`config.mk`:
```
export PLATFORM = sky130hd
export DESIGN_NAME = rh_hub_status
export DESIGN_NICKNAME = d
export VERILOG_FILES = /design/src/rtl/rh_pkg.sv /design/src/rtl/rh_sync2.sv /design/src/rtl/rh_port_power.sv /design/src/rtl/rh_wake_fsm.sv /design/src/rtl/rh_hub_status.sv
export SDC_FILE = /design/constraint.sdc
export NUM_CORES = 1
export LEC_CHECK = 0
export BUFFER_PORTS_ARGS = -buffer_cell sky130_fd_sc_hd__buf_4
export CORE_MARGIN = 2
export CORE_UTILIZATION = 30
export DETAILED_ROUTE_END_ITERATION = 8
export PLACE_DENSITY = 0.77
export REMOVE_ABC_BUFFERS = 1
export SLEW_MARGIN = 20
export SYNTH_ARGS = -nofsm -noshare
export SYNTH_HDL_FRONTEND = slang
export SYNTH_SLANG_ARGS = --single-unit
```
`constraint.sdc`:
```
create_clock -name clk -period 2.35 [get_ports clk]
set_input_delay 0.705 -clock clk [delete_from_list [all_inputs] [get_ports clk]]
set_output_delay 0.705 -clock clk [all_outputs]
set_load 0.03 [all_outputs]
```
`src/rtl/rh_pkg.sv`:
```
package rh_pkg;
  localparam int DW = 32;
  localparam int B_DRWE_CLR = 31;
  localparam int B_OC_CHG   = 17;
  localparam int B_PWR_ON   = 16;
  localparam int B_DRWE     = 15;
  localparam int B_OC       = 1;
  localparam int B_PWR_OFF  = 0;
  localparam logic [DW-1:0] LIVE_RD_MASK =
    (32'd1 << B_OC_CHG) | (32'd1 << B_DRWE) | (32'd1 << B_OC);
  typedef enum logic {HUB_RUN = 1'b0, HUB_SUSP = 1'b1} hub_state_e;
endpackage

```
`src/rtl/rh_sync2.sv`:
```
module rh_sync2 #(
  parameter int W = 1
) (
  input  logic         clk,
  input  logic         rst,
  input  logic [W-1:0] d,
  output logic [W-1:0] q
);
  logic [W-1:0] meta;
  always_ff @(posedge clk) begin
    if (rst) begin
      meta <= '0;
      q    <= '0;
    end else begin
      meta <= d;
      q    <= meta;
    end
  end
endmodule

```
`src/rtl/rh_port_power.sv`:
```
module rh_port_power #(
  parameter int NPORT = 4
) (
  input  logic             clk,
  input  logic             rst,
  input  logic             cmd_on,
  input  logic             cmd_off,
  input  logic             per_port,
  input  logic [NPORT-1:0] mask,
  output logic [NPORT-1:0] pwr
);
  for (genvar i = 0; i < NPORT; i++) begin : g_port
    logic reach;
    assign reach = !per_port || !mask[i];
    always_ff @(posedge clk) begin
      if (rst)                 pwr[i] <= 1'b0;
      else if (cmd_off && reach) pwr[i] <= 1'b0;
      else if (cmd_on && reach)  pwr[i] <= 1'b1;
    end
  end
endmodule

```
`src/rtl/rh_wake_fsm.sv`:
```
module rh_wake_fsm #(
  parameter int NPORT = 4
) (
  input  logic             clk,
  input  logic             rst,
  input  logic             wake_en,
  input  logic [NPORT-1:0] conn_change,
  input  logic             suspend_req,
  input  logic             resume_clr,
  output logic             suspended,
  output logic             resume_pulse,
  output logic             resume_sticky
);
  import rh_pkg::*;
  hub_state_e st, st_n;
  logic wake_ev;

  assign wake_ev   = (st == HUB_SUSP) && wake_en && (|conn_change);
  assign suspended = (st == HUB_SUSP);

  always_comb begin
    st_n = st;
    if (wake_ev)          st_n = HUB_RUN;
    else if (suspend_req) st_n = HUB_SUSP;
  end

  always_ff @(posedge clk) begin
    if (rst) begin
      st            <= HUB_RUN;
      resume_pulse  <= 1'b0;
      resume_sticky <= 1'b0;
    end else begin
      st            <= st_n;
      resume_pulse  <= wake_ev;
      resume_sticky <= wake_ev || (resume_sticky && !resume_clr);
    end
  end
endmodule

```
`src/rtl/rh_hub_status.sv`:
```
module rh_hub_status #(
  parameter int NPORT = 4
) (
  input  logic             clk,
  input  logic             rst,
  input  logic             wr_en,
  input  logic [31:0]      wr_data,
  output logic [31:0]      rd_data,
  input  logic             power_mode,
  input  logic [NPORT-1:0] port_mask,
  input  logic             oc_per_port_cfg,
  input  logic             oc_in,
  input  logic [NPORT-1:0] conn_change,
  input  logic             suspend_req,
  input  logic             resume_clr,
  output logic [NPORT-1:0] port_power,
  output logic             suspended,
  output logic             resume_pulse,
  output logic             resume_sticky
);
  import rh_pkg::*;

  logic wake_en, oc_sync, oc_eff, oc_q, oc_chg;
  logic w_on, w_off, w_set_en, w_clr_en, w_clr_chg;
  logic unused_wr_bits;

  assign w_on      = wr_en && wr_data[B_PWR_ON];
  assign w_off     = wr_en && wr_data[B_PWR_OFF];
  assign w_set_en  = wr_en && wr_data[B_DRWE];
  assign w_clr_en  = wr_en && wr_data[B_DRWE_CLR];
  assign w_clr_chg = wr_en && wr_data[B_OC_CHG];
  assign unused_wr_bits = ^(wr_data & ~LIVE_RD_MASK);

  rh_sync2 #(.W(1)) u_oc_sync (
    .clk(clk), .rst(rst), .d(oc_in), .q(oc_sync)
  );

  assign oc_eff = oc_sync && !oc_per_port_cfg;

  always_ff @(posedge clk) begin
    if (rst) begin
      oc_q    <= 1'b0;
      oc_chg  <= 1'b0;
      wake_en <= 1'b0;
    end else begin
      oc_q   <= oc_eff;
      oc_chg <= (oc_eff != oc_q) || (oc_chg && !w_clr_chg);
      if (w_clr_en)      wake_en <= 1'b0;
      else if (w_set_en) wake_en <= 1'b1;
    end
  end

  rh_port_power #(.NPORT(NPORT)) u_pwr (
    .clk(clk), .rst(rst), .cmd_on(w_on), .cmd_off(w_off),
    .per_port(power_mode), .mask(port_mask), .pwr(port_power)
  );

  rh_wake_fsm #(.NPORT(NPORT)) u_wake (
    .clk(clk), .rst(rst), .wake_en(wake_en), .conn_change(conn_change),
    .suspend_req(suspend_req), .resume_clr(resume_clr),
    .suspended(suspended), .resume_pulse(resume_pulse),
    .resume_sticky(resume_sticky)
  );

  always_comb begin
    rd_data           = '0;
    rd_data[B_OC_CHG] = oc_chg;
    rd_data[B_DRWE]   = wake_en;
    rd_data[B_OC]     = oc_q;
  end
endmodule

```
==> results of run 1 <==
[sequential cells by signal, indices dropped and copies added, names as in the netlist]
register,cells
oc_chg,1
oc_q,1
u_oc_sync.q,1
u_wake.resume_sticky,1
wake_en,1
u_pwr.pwr,4
u_wake.resume_pulse,1
u_oc_sync.meta,1
u_wake.suspended,1
[final cells by class]
cell class / count / share of cell area
Clock buffer: 3 / 0.0276
Multi-Input combinational cell: 58 / 0.359
Timing Repair Buffer: 30 / 0.276
Tap cell: 28 / 0.0429
Sequential cell: 12 / 0.294
[synth_stat cells]
library cell,n,area share
nor2b_1,4,0.037
a21oi_1,3,0.022
dfxtp_1,12,0.35
nand3_1,1,0.0074
a211oi_1,1,0.011
nor2_1,2,0.011
a31oi_1,4,0.037
a311oi_2,1,0.022
a311oi_1,4,0.052
or4_4,1,0.017
conb_1,1,0.0055
nand2_1,6,0.033
clkbuf_1,1,0.0055
xnor2_1,1,0.013
nand2b_1,1,0.0092
buf_2,1,0.0074
buf_4,32,0.35
[cell families (layout without fill, tap and decap cells)]
group	count (synthesis)	in the layout	synth area share
other cells	1	29	0.00554
buf+inv	34	33	0.368
flops	12	12	0.355
simple gates	15	15	0.115
compound gates	13	13	0.144
xor+xnor	1	1	0.0129
[worst reg2reg max path, delay by kind of cell, from the launching register on]
family	cells	cell delay, ns
AO/OA/AOI/OAI	1	0.08
XOR/XNOR	1	0.15
flip-flops	1	0.30
AND/OR/NAND/NOR	1	0.19
[metrics by stage]
step | util | power [W] | instances | instance area, sq um
2_1_floorplan | - | 0.000315 | 70 | 533
3_3_place_gp | 0.366 | 0.000361 | 128 | 793
3_5_place_dp | 0.366 | 0.000363 | 128 | 793
4_1_cts | 0.376 | 0.000485 | 131 | 816
5_1_grt | 0.376 | 0.000507 | 131 | 816
6_report | 0.376 | 0.000477 | 131 | 816
[power breakdown]
group          total (W)  switching (W)  internal [W]
combinational   0.000139      0.0000985     0.0000408
sequential      0.000219     0.00000600      0.000213
clock           0.000119      0.0000598     0.0000590
total           0.000477       0.000164      0.000313
[metal layers]
metal	global-route usage	share of wire	vias to the layer above
met5	0	0	-
met4	0.0658	0.014	0
met3	0.0172	0.082	2
met2	0.162	0.52	28
met1	0.0980	0.39	231
li1	-	-	253
[cells in the final DEF (no fill, tap or decap), drive strengths merged]
master	instances
xnor2	1
dfxtp	12
a21oi	3
buf	30
nor2b	4
a211oi	1
nand2	6
nor2	2
conb	29
nand3	1
nand2b	1
or4	1
clkbuf	3
a311oi	5
a31oi	4
[path summary, 6_finish.rpt]
| path | startpoint | end | slack [ns] |
|---|---|---|---|
| max | u_wake.suspended$_SDFFE_PP0P_ | suspended | 0.81 |
| min | u_oc_sync.meta$_SDFF_PP0_ | u_oc_sync.q$_SDFF_PP0_ | 0.44 |
| max reg2reg | u_oc_sync.q$_SDFF_PP0_ | oc_chg$_SDFF_PP0_ | 1.52 |
| min reg2reg | u_oc_sync.meta$_SDFF_PP0_ | u_oc_sync.q$_SDFF_PP0_ | 0.44 |
==> impl_metrics.csv, run 1 <==
group,metric,value,unit
status,outcome,"finished clean",
job,cap_violations,0,
clock_network,cts_tree,"done",
detailed_routing,postRouteAntennaNets,0,
logic_synthesis,ys_seq_area_frac,0.355,
die,core,2170,sq um
detailed_routing,vias,514,
die,initial_utilization,0.312,
critical_path,cp-end-kind,"output port",
placed_design,gp_congestion,0.596,
logic_synthesis,yosys_warnings,0,
final_layout,regArea,240,sq um
critical_path,path_cells,"buf_4",
final_layout,multi_input_area,293,sq um
clock_network,cts.sinks,12,
sta,setup_tns,0,ns
grt,grt.overflow.total,0,
clock_network,cts_setup_buffers,0,
logic_synthesis,synth.distinct_cells,17,
final_layout,diodes,0,
power,leakagePower,0.399,nW
clock_network,cts_buffer_depth,2,
logic_synthesis,synth_area_per_cell,8.91,sq um
grt,grt_pass1_vias,475,
placed_design,portBuffers,30,
clock_network,cts_resized,0,
power,power_density,585,nW/um^2
die,die_w,51.5,um
detailed_routing,first_iter_violations,5,
critical_path,cp_max_fo,4,
detailed_routing,routedWlPerCell,8.76,um
grt,antenna_found_initial,0,
sta,finalMaxSlewViolations,0,
clock_network,cts-htree-levels,1,
die,num_rows,17,
die,num_io_pins,87,
final_layout,drive_above_1_share,0.340,
clock_network,cts_root_buf,"clkbuf_4",
detailed_routing,vias_per_cell,3.92,
power,peakVddDrop,0.221,mV
critical_path,critPathLaunchType,"flop",
placed_design,dpl.hpwl,968,um
critical_path,arrival,0.83,ns
critical_path,crit_cells,1,
sta,finalWorstSetupSlack,0.814,ns
placed_design,dp_slack,0.656,ns
die,dieArea,2650,sq um
sta,rsz0062_at_grt,"no",
detailed_routing,routed_wl,1150,um
logic_synthesis,synth.cell_area,677,sq um
sta,setup_viol,0,
clock_network,clock_latency,0.26,ns
sta,worst_clock_skew,0.00436,ns
worst_hold_path,hp-class,"flop to flop",
die,die_h,51.5,um
sta,hold_viol,0,
critical_path,max_stage_delay,0.39,ns
critical_path,cp_top_family,"flip-flops",
detailed_routing,drc,0,
final_layout,syn2layout_area_growth,20.5,%
critical_path,cp.required,1.64,ns
critical_path,criticalPathCategory,"flop to output port",
final_layout,nets,153,
grt,grt_pass1_wl,1820,um
clock_network,cts_made_buffers,3,
sta,holdWs,0.435,ns
sta,fin_crit,1.54,ns
critical_path,r2r_cells,3,
logic_synthesis,synth_cells,76,
logic_synthesis,synth-seq-cells,12,
critical_path,path_buf_inv,1,
detailed_routing,firstDrtPassIters,4,
worst_hold_path,holdPathStages,1,
sta,clock.fmax,0.651,GHz
critical_path,critPathSlowestCell,"dfxtp_1",
sta,period_share,0.654,
final_layout,nFillCells,242,
grt,grt_start_max_net_pins,13,
grt,grt_use_total,0.0923,
clock_network,clk_pin_slew,0.07,ns
clock_network,ctsHoldBuffers,0,
(Power assumes the default switching activity.)
==> run 2, diff against run 1 <==
--- a/config.mk
+++ b/config.mk
@@ -5,11 +5,12 @@
 export SDC_FILE = /design/constraint.sdc
 export NUM_CORES = 1
 export LEC_CHECK = 0
+export ABC_AREA = 1
 export BUFFER_PORTS_ARGS = -buffer_cell sky130_fd_sc_hd__buf_4
 export CORE_MARGIN = 2
 export CORE_UTILIZATION = 30
 export DETAILED_ROUTE_END_ITERATION = 8
-export PLACE_DENSITY = 0.77
+export PLACE_DENSITY = 0.74
 export REMOVE_ABC_BUFFERS = 1
 export SLEW_MARGIN = 20
 export SYNTH_ARGS = -nofsm -noshare
==> constraint.sdc (replaced) <==
create_clock -name clk -period 1.6 [get_ports clk]
set_input_delay 0.48 -clock clk [delete_from_list [all_inputs] [get_ports clk]]
set_output_delay 0.48 -clock clk [all_outputs]
set_load 0.03 [all_outputs]
==> impl_metrics.csv, run 2 <==
group,metric,value,unit
status,outcome,"finished clean",
sta,fin_crit,1.27,ns
critical_path,arrival,0.79,ns
logic_synthesis,synth_cells,100,
grt,antenna_found_initial,0,
logic_synthesis,synth_compound_area_frac,0.0623,
detailed_routing,postRouteAntennaNets,0,
logic_synthesis,synth.cell_area,723,sq um
logic_synthesis,yosys_warnings,0,
logic_synthesis,netlist_top_cells_count,"32 x buf_4, 23 x nand2_1, 12 x dfxtp_1",
logic_synthesis,synth-seq-cells,12,
final_layout,diodes,0,
clock_network,cts_made_buffers,3,
clock_network,cts_setup_buffers,0,
detailed_routing,firstDrtPassIters,3,
critical_path,path_cells,"buf_4",
power,power_frac_seq,0.418,
clock_network,ctsHoldBuffers,0,
detailed_routing,vias,598,
logic_synthesis,synth_most_common_cell,"buf_4",
die,initial_utilization,0.321,
sta,setup_viol,0,
critical_path,max_stage_delay,0.36,ns
final_layout,largest_reg_flops,4,
power,pwr-share-clk,0.302,
job,cap_violations,0,
placed_design,gp_congestion,0.661,
final_layout,nets,178,
critical_path,criticalPathCategory,"flop to output port",
final_layout,top_register,"u_pwr.pwr",
logic_synthesis,synth_top_area_frac,0.332,
die,num_rows,17,
sta,rsz0062_at_grt,"no",
die,dieArea,2820,sq um
grt,grt_start_max_net_pins,9,
sta,hold_viol,0,
critical_path,cp_max_fo,3,
sta,finalWorstSetupSlack,0.331,ns
logic_synthesis,synth-simple-area-share,0.206,
clock_network,cts.sinks,12,
detailed_routing,first_iter_violations,1,
grt,grt_use_total,0.0880,
logic_synthesis,synth_top_family_by_area,"buffers and inverters",
power,power_density,876,nW/um^2
power,p_sw,0.000254,W
clock_network,clock_latency,0.26,ns
logic_synthesis,synth_edf_count,0,
logic_synthesis,synthMuxAreaShare,0,
clock_network,cts_resized,0,
critical_path,critPathSlowestCell,"dfxtp_1",
power,leakagePower,0.498,nW
sta,setup_tns,0,ns
clock_network,clk_pin_slew,0.07,ns
clock_network,cts_buffer_depth,2,
sta,worst_clock_skew,0.00178,ns
power,p_sw_frac,0.332,
sta,clock.fmax,0.788,GHz
clock_network,cts_tree,"done",
logic_synthesis,ys_seq_area_frac,0.332,
final_layout,syn2layout_area_growth,20.8,%
grt,grt_pass1_wl,1800,um
critical_path,cp.required,1.12,ns
final_layout,mostFrequentLayoutCell,"buf_4",
sta,finalMaxSlewViolations,0,
logic_synthesis,synthArstFlopShare,0,
sta,period_share,0.793,
critical_path,path_buf_inv,1,
logic_synthesis,synth_area_per_cell,7.23,sq um
detailed_routing,drc,0,
critical_path,critPathLaunchType,"flop",
logic_synthesis,synth.distinct_cells,13,
final_layout,final_util,0.387,
logic_synthesis,synthXorXnorAreaFrac,0,
placed_design,dpl.hpwl,1070,um
logic_synthesis,yosys.area.top_type,"dfxtp_1",
final_layout,drive_above_1_share,0.287,
logic_synthesis,yosys-top-cells-area,"dfxtp_1 33%, buf_4 33%, nand2_1 12%",
clock_network,cts_root_buf,"clkbuf_4",
placed_design,portBuffers,30,
grt,grt.overflow.total,0,
die,num_io_pins,87,
die,die_h,53.1,um
die,die_w,53.1,um
critical_path,cp_top_family,"flip-flops",
placed_design,dp_slack,0.560,ns
logic_synthesis,synth-main-ff-cell,"dfxtp_1",
logic_synthesis,synthAdderAreaFrac,0,
grt,grt_pass1_vias,494,
power,pwr-share-comb,0.280,
detailed_routing,routedWlPerCell,7.89,um
detailed_routing,vias_per_cell,3.81,
power,p_int,0.000511,W
clock_network,cts-htree-levels,1,
worst_hold_path,hp-class,"flop to flop",
detailed_routing,routed_wl,1240,um
critical_path,cp-end-kind,"output port",
final_layout,layout_common_cells,"30 x buf_4, 29 x conb_1, 23 x nand2_1",
die,core,2250,sq um
power,peakVddDrop,0.433,mV
run 2: cell type report:
type	instances	area, sq um
multi-input cells	74	303
inverters	9	33.8
fillers	251	1380
flip-flops and latches	12	240
clock buffers	4	36.3
well taps	28	35.0
repair buffers	30	225
run 2: tightest hold or removal path: cells and delay by family (launching register included):
| family | cells | cell delay (ns) |
|---|---|---|
| flip-flops | 1 | 0.30 |
| AND/OR/NAND/NOR | 1 | 0.03 |
| buffers and inverters | 1 | 0.04 |
run 2: cell families (layout without fill, tap and decap cells):
| group | count (synthesis) | after routing |
|---|---|---|
| buffers and inverters | 42 | 43 |
| and+or+nand+nor | 37 | 37 |
| DFF | 12 | 12 |
| AOI/OAI and AO/OA | 8 | 8 |
| other | 1 | 29 |
run 2: worst paths after layout:
| kind | endpoint | from | slack (ns) | cells past startpoint |
|---|---|---|---|---|
| worst max-delay path | rd_data[1] | oc_q$_SDFF_PP0_ | 0.33 | 1 |
| worst max register to register | u_wake.resume_sticky$_SDFF_PP0_ | wake_en$_SDFFE_PP0P_ | 0.87 | 4 |
| worst min-delay path | u_oc_sync.q$_SDFF_PP0_ | u_oc_sync.meta$_SDFF_PP0_ | 0.40 | 2 |
| worst min register to register | u_oc_sync.q$_SDFF_PP0_ | u_oc_sync.meta$_SDFF_PP0_ | 0.40 | 2 |
run 2: power by group through the flow:
stage / combinational, W / sequential (W) / clock [W]
3_5_place_dp: 0.000213 / 0.000327 / 0
6_report: 0.000214 / 0.000320 / 0.000231
3_3_place_gp: 0.000210 / 0.000327 / 0
4_1_cts: 0.000214 / 0.000320 / 0.000242
5_1_grt: 0.000233 / 0.000322 / 0.000247
2_1_floorplan: 0.000121 / 0.000349 / 0
run 2: through the flow:
stage | power (W) | hold WS, ns | area (sq um) | instances
floorplan | 0.000471 | 0.388 | 577 | 95
global placement | 0.000537 | 0.394 | 837 | 153
detailed placement | 0.000541 | 0.395 | 837 | 153
CTS | 0.000776 | 0.406 | 873 | 157
global route | 0.000802 | 0.428 | 873 | 157
finish | 0.000765 | 0.403 | 873 | 157
run 2: per-layer routing:
metal | global-route usage | part of all wire | vias to the layer above
li1 | - | - | 301
met4 | 0.0385 | 0 | 0
met2 | 0.169 | 0.52 | 39
met1 | 0.0856 | 0.36 | 258
met3 | 0.0254 | 0.12 | 0
met5 | 0 | 0 | -
==> run 3, diff against run 2 <==
--- a/config.mk
+++ b/config.mk
@@ -5,12 +5,12 @@
 export SDC_FILE = /design/constraint.sdc
 export NUM_CORES = 1
 export LEC_CHECK = 0
-export ABC_AREA = 1
+export ABC_AREA = 0
 export BUFFER_PORTS_ARGS = -buffer_cell sky130_fd_sc_hd__buf_4
 export CORE_MARGIN = 2
-export CORE_UTILIZATION = 30
+export CORE_UTILIZATION = 28
 export DETAILED_ROUTE_END_ITERATION = 8
-export PLACE_DENSITY = 0.74
+export PLACE_DENSITY = 0.75
 export REMOVE_ABC_BUFFERS = 1
 export SLEW_MARGIN = 20
 export SYNTH_ARGS = -nofsm -noshare
==> constraint.sdc (replaced) <==
create_clock -name clk -period 1 [get_ports clk]
set_input_delay 0.3 -clock clk [delete_from_list [all_inputs] [get_ports clk]]
set_output_delay 0.3 -clock clk [all_outputs]
set_load 0.03 [all_outputs]
==> impl_metrics.csv, run 3 (synthesis gave the netlist of run 1 again) <==
group,metric,value,unit
sta,fin_crit,1.04,ns
detailed_routing,routedWlPerCell,8.95,um
detailed_routing,vias_per_cell,4.06,
sta,finalWorstSetupSlack,-0.0380,ns
critical_path,critPathLaunchType,"flop",
critical_path,arrival,0.74,ns
final_layout,final_util,0.413,
worst_hold_path,worstHoldStart,"wr_data[31]",
power,power_density,1350,nW/um^2
critical_path,worstReg2RegEnd,"u_pwr.pwr[0]$_SDFFE_PP0P_",
power,p_int,0.000849,W
critical_path,criticalPathCategory,"flop to output port",
detailed_routing,postRouteAntennaNets,0,
grt,grt.overflow.total,0,
die,initial_utilization,0.300,
critical_path,path_buf_inv,1,
critical_path,max_stage_delay,0.35,ns
final_layout,drive_above_1_share,0.477,
detailed_routing,firstDrtPassIters,2,
sta,hold_viol,0,
sta,finalMaxSlewViolations,0,
power,leakagePower,0.455,nW
critical_path,cp_top_family,"flip-flops",
critical_path,regToRegSetupSlack,0.18,ns
critical_path,cp-end-kind,"output port",
die,num_rows,17,
status,outcome,"finished, violations left",
placed_design,gp_congestion,0.714,
power,pwr-share-clk,0.298,
final_layout,largest_reg_flops,4,
sta,setup_tns,-0.250,ns
power,p_sw_frac,0.325,
power,pwr-share-comb,0.290,
die,die_h,53.2,um
clock_network,cts_tree,"done",
clock_network,cts.sinks,12,
clock_network,clk_pin_slew,0.08,ns
critical_path,path_cells,"buf_6",
grt,grt_start_max_net_pins,13,
critical_path,startpoint,"u_pwr.pwr[0]$_SDFFE_PP0P_",
worst_hold_path,holdPathStages,2,
final_layout,mostFrequentLayoutCell,"conb_1",
power,p_sw,0.000408,W
clock_network,cts-htree-levels,1,
die,core,2250,sq um
sta,clock.fmax,0.963,GHz
final_layout,top_register,"u_pwr.pwr",
clock_network,cts_made_buffers,3,
grt,antenna_found_initial,0,
sta,setup_viol,10,
die,num_io_pins,87,
die,dieArea,2830,sq um
power,peakVddDrop,0.578,mV
status,violations,"negative setup slack",
final_layout,syn2layout_area_growth,37.7,%
clock_network,cts_root_buf,"clkbuf_4",
placed_design,portBuffers,30,
detailed_routing,drc,0,
placed_design,dp_cells,129,
final_layout,nFillCells,230,
sta,period_share,1.04,
sta,worst_clock_skew,0.00244,ns
detailed_routing,routed_wl,1240,um
die,die_w,53.2,um
worst_hold_path,hold_end,"wake_en$_SDFFE_PP0P_",
final_layout,layout_common_cells,"29 x conb_1, 27 x buf_4, 10 x dfxtp_2, 10 x buf_6, 6 x nand2_1",
final_layout,fin_cells,139,
worst_hold_path,hp-class,"input pin to flop",
grt,grt_use_total,0.0897,
sta,rsz0062_at_grt,"yes",
power,power_frac_seq,0.411,
critical_path,cp.required,0.70,ns
critical_path,cp_max_fo,2,
detailed_routing,vias,565,
placed_design,dpl.hpwl,941,um
clock_network,cts_buffer_depth,2,
final_layout,nets,160,
critical_path,critPathSlowestCell,"dfxtp_2",
grt,grt_pass1_vias,436,
grt,grt_pass1_wl,1760,um
detailed_routing,first_iter_violations,4,
placed_design,dp_slack,-0.293,ns
clock_network,clock_latency,0.26,ns
critical_path,r2r_cells,3,
critical_path,r2r_start,"u_pwr.pwr[0]$_SDFFE_PP0P_",
final_layout,diodes,0,
job,cap_violations,0,
==> run 3: changes by cell type in the layout (fill, tap and decap cells not counted), moves of 2 or more <==
cell,delta
dfxtp_1,-10
nor2b_1,+4
a311oi_1,+4
dfxtp_2,+10
nand2_1,-17
inv_2,-2
inv_1,-7
buf_6,+10
nor2_1,-9
buf_4,-3
==> run 3: worst max path at each step <==
stage               cells past startpoint  slack, ns                       endpoint
floorplan                               2      -0.16  u_wake.suspended$_SDFFE_PP0P_
global placement                        3      -0.28  u_wake.suspended$_SDFFE_PP0P_
detailed placement                      3      -0.29  u_wake.suspended$_SDFFE_PP0P_
CTS                                     1      -0.05                    rd_data[15]
global route                            1      -0.08                    rd_data[15]
finish                                  1      -0.04                  port_power[0]
==> run 3: final cells by class <==
cell class | instances | area [sq um] | share of cell area
Sequential cell | 12 | 253 | 0.271
Tap cell | 28 | 35.0 | 0.0376
Clock buffer | 4 | 36.3 | 0.0389
Timing Repair Buffer | 37 | 315 | 0.338
Multi-Input combinational cell | 58 | 293 | 0.314
==> run 3: worst reg2reg max path, cell delays in order (launching register included) <==
cell      delay [ns]
dfxtp_2         0.35
buf_4           0.11
a31oi_1         0.03
a311oi_1        0.24
==> run 3: timing repair <==
item                                    CTS  global route
hold buffers                              0             0
pin swaps                                 1             0
buffers inserted                          3             3
gates resized for setup                  20             0
endpoints found under the setup margin   11            10
==> run 3: power by group through the flow <==
stage	sequential [W]	combinational, W	clock (W)
6_report	0.000517	0.000365	0.000375
2_1_floorplan	0.000560	0.000179	0
3_3_place_gp	0.000523	0.000328	0
4_1_cts	0.000517	0.000354	0.000395
5_1_grt	0.000520	0.000390	0.000424
3_5_place_dp	0.000524	0.000331	0
==> run 3: through the flow <==
stage / power (W) / hold slack (ns) / area, sq um
3_3_place_gp: 0.000851 / 0.425 / 801
3_5_place_dp: 0.000855 / 0.426 / 801
4_1_cts: 0.00127 / 0.186 / 910
6_report: 0.00126 / 0.197 / 932
2_1_floorplan: 0.000740 / 0.368 / 533
5_1_grt: 0.00133 / 0.188 / 932
==> run 3: metal layers <==
metal	vias to the layer above	GRT usage	routed length, um
li1	267	-	-
met1	252	0.0940	455
met2	42	0.138	608
met3	4	0.0537	150
met4	0	0.0513	29
met5	-	0	0
